## config.mk

```make
export PLATFORM = sky130hd
export DESIGN_NAME = xint_ctrl
export DESIGN_NICKNAME = d
export VERILOG_FILES = /design/src/rtl/xint_pkg.sv /design/src/rtl/xint_sync.sv /design/src/rtl/xint_chan.sv /design/src/rtl/xint_prio.sv /design/src/rtl/xint_ctrl.sv
export SDC_FILE = /design/constraint.sdc
export NUM_CORES = 1
export LEC_CHECK = 0
export ABC_AREA = 1
export BUFFER_PORTS_ARGS = -buffer_cell sky130_fd_sc_hd__buf_2
export CORE_MARGIN = 2
export CORE_UTILIZATION = 60
export CTS_CLUSTER_SIZE = 28
export DETAILED_ROUTE_END_ITERATION = 6
export PLACE_DENSITY = 0.81
export SLEW_MARGIN = 20
export SYNTH_ARGS = -nofsm -noshare
export SYNTH_HDL_FRONTEND = slang
export SYNTH_HIERARCHICAL = 1
export SYNTH_SLANG_ARGS = --single-unit
export TNS_END_PERCENT = 50
```

## constraint.sdc

```tcl
create_clock -name clk_i -period 4.4 [get_ports clk_i]
set_clock_uncertainty 0.2 [all_clocks]
set_input_delay 1.1 -clock clk_i [delete_from_list [all_inputs] [get_ports clk_i]]
set_output_delay 1.1 -clock clk_i [all_outputs]
set_load 0.005 [all_outputs]
```

## src/rtl/xint_pkg.sv

```systemverilog
package xint_pkg;
  localparam int XI_NCH  = 8;
  localparam int XI_IDW  = $clog2(XI_NCH);
  localparam int XI_SNW  = 2;
  localparam int XI_ADW  = 2;

  localparam logic [XI_ADW-1:0] ADR_MASK   = 2'd0;
  localparam logic [XI_ADW-1:0] ADR_FLAG   = 2'd1;
  localparam logic [XI_ADW-1:0] ADR_SNS_LO = 2'd2;
  localparam logic [XI_ADW-1:0] ADR_SNS_HI = 2'd3;

  typedef enum logic [XI_SNW-1:0] {
    SNS_LOW  = 2'b00,
    SNS_ANY  = 2'b01,
    SNS_FALL = 2'b10,
    SNS_RISE = 2'b11
  } sense_e;
endpackage

```

## src/rtl/xint_sync.sv

```systemverilog
module xint_sync #(
  parameter int NCH    = 8,
  parameter int STAGES = 2
) (
  input  logic           clk_i,
  input  logic           rst_ni,
  input  logic [NCH-1:0] pin_i,
  output logic [NCH-1:0] cur_o,
  output logic [NCH-1:0] prev_o
);
  // STAGES synchroniser flops plus one delayed copy for edge comparison
  logic [STAGES:0][NCH-1:0] stg_q, stg_d;

  always_comb begin
    stg_d[0] = pin_i;
    for (int k = 1; k <= STAGES; k++) stg_d[k] = stg_q[k-1];
  end

  always_ff @(posedge clk_i or negedge rst_ni) begin
    if (!rst_ni) stg_q <= '0;
    else         stg_q <= stg_d;
  end

  assign cur_o  = stg_q[STAGES-1];
  assign prev_o = stg_q[STAGES];
endmodule

```

## src/rtl/xint_chan.sv

```systemverilog
module xint_chan
  import xint_pkg::*;
(
  input  logic   clk_i,
  input  logic   rst_ni,
  input  sense_e mode_i,
  input  logic   cur_i,
  input  logic   prev_i,
  input  logic   clr_wr_i,
  input  logic   clr_ack_i,
  input  logic   en_i,
  output logic   flag_o,
  output logic   edge_o,
  output logic   req_o
);
  logic hit, flag_q, flag_d, flag_ce;

  always_comb begin
    unique case (mode_i)
      SNS_ANY:  hit = cur_i ^ prev_i;
      SNS_FALL: hit = prev_i & ~cur_i;
      SNS_RISE: hit = ~prev_i & cur_i;
      default:  hit = 1'b0;
    endcase
  end

  // set wins over both clear sources; level mode forces the flag low
  always_comb begin
    if (mode_i == SNS_LOW) flag_d = 1'b0;
    else                   flag_d = hit | (flag_q & ~(clr_wr_i | clr_ack_i));
    flag_ce = hit | clr_wr_i | clr_ack_i | (mode_i == SNS_LOW);
  end

  always_ff @(posedge clk_i or negedge rst_ni) begin
    if (!rst_ni)      flag_q <= 1'b0;
    else if (flag_ce) flag_q <= flag_d;
  end

  assign flag_o = flag_q;
  assign edge_o = hit;
  assign req_o  = en_i & ((mode_i == SNS_LOW) ? ~cur_i : flag_q);
endmodule

```

## src/rtl/xint_prio.sv

```systemverilog
module xint_prio #(
  parameter int NCH = 8,
  parameter int IDW = $clog2(NCH)
) (
  input  logic [NCH-1:0] req_i,
  output logic           any_o,
  output logic [IDW-1:0] idx_o
);
  always_comb begin
    any_o = |req_i;
    idx_o = '0;
    for (int k = NCH - 1; k >= 0; k--) begin
      if (req_i[k]) idx_o = IDW'(k);
    end
  end
endmodule

```

## src/rtl/xint_ctrl.sv

```systemverilog
module xint_ctrl
  import xint_pkg::*;
#(
  parameter int SYNC_STAGES = 2
) (
  input  logic              clk_i,
  input  logic              rst_ni,
  input  logic [XI_NCH-1:0] pin_i,
  input  logic              gie_i,
  input  logic              ack_i,
  input  logic              bus_wr_i,
  input  logic [XI_ADW-1:0] bus_addr_i,
  input  logic [7:0]        bus_wdata_i,
  output logic [7:0]        bus_rdata_o,
  output logic              irq_o,
  output logic [XI_IDW-1:0] irq_id_o
);
  localparam int SNSW = XI_NCH * XI_SNW;

  // reset: asserted asynchronously, released after two clocks
  logic [1:0] rst_pipe_q;
  logic       rst_sync_n;

  always_ff @(posedge clk_i or negedge rst_ni) begin
    if (!rst_ni) rst_pipe_q <= 2'b00;
    else         rst_pipe_q <= {rst_pipe_q[0], 1'b1};
  end
  assign rst_sync_n = rst_pipe_q[1];

  // register file: enable mask and sense settings
  logic [XI_NCH-1:0] en_q, en_d;
  logic [SNSW-1:0]   sns_q, sns_d;
  logic              en_ce, sns_ce;
  logic [XI_NCH-1:0] flag_q, edge_vec, req_vec, clr_wr, clr_ack;
  logic [XI_NCH-1:0] cur_v, prev_v;

  always_comb begin
    en_d   = en_q;
    sns_d  = sns_q;
    en_ce  = bus_wr_i && (bus_addr_i == ADR_MASK);
    sns_ce = bus_wr_i && ((bus_addr_i == ADR_SNS_LO) || (bus_addr_i == ADR_SNS_HI));
    if (en_ce) en_d = bus_wdata_i;
    if (bus_wr_i && bus_addr_i == ADR_SNS_LO) sns_d[7:0]  = bus_wdata_i;
    if (bus_wr_i && bus_addr_i == ADR_SNS_HI) sns_d[15:8] = bus_wdata_i;
  end

  always_ff @(posedge clk_i or negedge rst_sync_n) begin
    if (!rst_sync_n) begin
      en_q  <= '0;
      sns_q <= '0;
    end else begin
      if (en_ce)  en_q  <= en_d;
      if (sns_ce) sns_q <= sns_d;
    end
  end

  always_comb begin
    unique case (bus_addr_i)
      ADR_MASK:   bus_rdata_o = en_q;
      ADR_FLAG:   bus_rdata_o = flag_q;
      ADR_SNS_LO: bus_rdata_o = sns_q[7:0];
      default:    bus_rdata_o = sns_q[15:8];
    endcase
  end

  xint_sync #(.NCH(XI_NCH), .STAGES(SYNC_STAGES)) u_sync (
    .clk_i  (clk_i),
    .rst_ni (rst_sync_n),
    .pin_i  (pin_i),
    .cur_o  (cur_v),
    .prev_o (prev_v)
  );

  // one-hot clear from acknowledge of the presented channel
  always_comb begin
    for (int i = 0; i < XI_NCH; i++) begin
      clr_wr[i]  = bus_wr_i && (bus_addr_i == ADR_FLAG) && bus_wdata_i[i];
      clr_ack[i] = ack_i && irq_o && (irq_id_o == XI_IDW'(i));
    end
  end

  for (genvar g = 0; g < XI_NCH; g++) begin : g_ch
    xint_chan u_chan (
      .clk_i     (clk_i),
      .rst_ni    (rst_sync_n),
      .mode_i    (sense_e'(sns_q[XI_SNW*g +: XI_SNW])),
      .cur_i     (cur_v[g]),
      .prev_i    (prev_v[g]),
      .clr_wr_i  (clr_wr[g]),
      .clr_ack_i (clr_ack[g]),
      .en_i      (en_q[g]),
      .flag_o    (flag_q[g]),
      .edge_o    (edge_vec[g]),
      .req_o     (req_vec[g])
    );
  end

  xint_prio #(.NCH(XI_NCH), .IDW(XI_IDW)) u_prio (
    .req_i (req_vec & {XI_NCH{gie_i}}),
    .any_o (irq_o),
    .idx_o (irq_id_o)
  );
endmodule

```

==> impl_metrics.ini <==
[synthesis]
synth_nets = 407
syn_avg_cell_area_um2 = 8.54
ys_warn_count = 6
synthesis.instances = 368
synth_area_um2 = 3140

[grt]
grt_pass1_vias = 2387
antenna_found_initial = 0
gr-total-overflow = 0
grt_use_total = 0.249
grt_pass1_wl_um = 11200
grt_max_degree = 57

[drt]
drt_iter0_drc = 181
dr_total_vias = 2499
drc = 0
drt-pass1-iter-count = 4
antenna_left = 0
via_per_inst = 5.28
wl_per_cell_um = 13.9
wirelength_um = 6600

[sta]
period_share = 0.810
setup_ws_ns = 0.837
rsz0062_at_grt = false
min_period_ns = 3.56
worst_slew_pin_slew_ns = 0.685
fin_hold_ws_ns = 0.147
max_freq_ghz = 0.281
final.setup.tns_ns = 0
setup_violations = 0
slew_headroom = 0.543
finalHoldViolations = 0
slew_violations = 0

[pwr]
p_sw_frac = 0.310
seqPwrFrac = 0.450
power.share.clock = 0.325
vdd_drop_max_v = 0.000339
p_int_mw = 1.04
power_mw = 1.50
p_leak_nw = 1.86
p_per_area_nw_per_um2 = 430
switchingPower_mw = 0.467
p_comb_frac = 0.225

[clocking]
cts_sinks = 58
cts_hold_buf = 0
htreeDepth = 3
cts_tree = done
clock_latency_ns = 0.34
clk_path_buf_depth = 2
postCtsResizedCells = 0
post-cts-setup-buffers = 0
cts_made_buffers = 9
clk_pin_slew_ns = 0.06
clockRootBuffer = clkbuf_8

[die]
die_y_um = 76.4
dieArea_um2 = 5830
io_pins = 35
dieWidth_um = 76.4
rows = 26
start_util = 0.619
fp.coreArea_um2 = 5070

[finish]
final_cell_mix = nand2_1 (91), dfrtp_1 (57), inv_1 (43)
final_common_cell = nand2_1
multi_input_comb_area_um2 = 1380
final_core_util = 0.689
final.fill_count = 427
nets = 437
ff_latch_area_um2 = 1450
drive_above_1_share = 0.216
area_growth_pct = 11.2
num_antenna_cells = 0

[place]
preCtsSetupSlack_ns = 0.883
dp_hpwl_um = 4530
numPortBuffers = 34
gp_congestion = 0.810

[setup_path]
cp.required_ns = 3.10
r2r_end = g_ch[0].u_chan/flag_o$_DFFE_PN0P_
worstPathCellList = buf_2 > inv_1 > nand3_1 > nand4_1 > buf_2
cp-start-kind = input pin
endpoint_kind = output port
reg2reg_from = sns_q[14]$_DFFE_PN0P_
path_common_cell = buf_2
cp_slowest_stage_delay_ns = 0.38
crit_fanout = 20
cp_top_family = buffers and inverters
crit_buf_inv = 3
cp_slowest_cell = buf_2
reg2reg_slack_ns = 2.05
critPathKind = in2out
crit_arrival_ns = 2.26
rr_worst_depth = 13

[outcome]
outcome = complete, no violations

[min_path]
worstHoldPathType = reg2reg
hold-path-cell-count = 0
min_to = u_sync/cur_o[1]$_DFF_PN0_
min_from = u_sync/stg_d[9]$_DFF_PN0_

[job]
max_cap_violations = 0
per-layer routing:
metal	GRT usage	up-vias	wire, um	share of wire
met5	0	-	0	0
met4	0.109	0	111	0.017
met3	0.0723	10	482	0.073
met2	0.386	85	3170	0.48
met1	0.327	1156	2830	0.43
li1	-	1248	-	-
through the flow:
stage / instances / cell area (um2)
2_1_floorplan: 368 / 3140
3_3_place_gp: 457 / 3300
3_5_place_dp: 457 / 3300
4_1_cts: 473 / 3490
5_1_grt: 473 / 3490
6_report: 473 / 3490
power by group through the flow:
stage / clock network, mW / logic (mW) / registers (mW)
3_5_place_dp: 0 / 0.336 / 0.684
6_report: 0.488 / 0.338 / 0.677
3_3_place_gp: 0 / 0.325 / 0.681
2_1_floorplan: 0 / 0.254 / 0.668
4_1_cts: 0.500 / 0.339 / 0.675
5_1_grt: 0.527 / 0.387 / 0.686
sequential cells by signal (all words and copies together) (netlist names):
name and cells:
sns_q 16, en_q 8, g_ch.u_chan/flag_o 8, u_sync/cur_o 8
u_sync/prev_o 8, u_sync/stg_d 8, rst_pipe_q 2
worst max path at each step:
stage                             start              to  slack, ns  cells past startpoint
final                     bus_addr_i[0]  bus_rdata_o[3]       0.84                      5
after detailed placement  bus_addr_i[0]  bus_rdata_o[3]       0.88                      5
after CTS                 bus_addr_i[0]  bus_rdata_o[3]       0.88                      5
after floorplan                   gie_i     irq_id_o[0]       1.19                      9
after global routing      bus_addr_i[0]  bus_rdata_o[6]       0.75                      5
after global placement    bus_addr_i[0]  bus_rdata_o[3]       0.90                      5
final cells by class:
type                       instances  area share
clock buffer                      14      0.0465
sequential                        58       0.416
tap                               70      0.0251
clock inverter                     2      0.0100
timing repair buffer              35      0.0508
inverter                          52      0.0559
multi-input combinational        242       0.396
No activity file was read; power rests on OpenSTA's default activity.
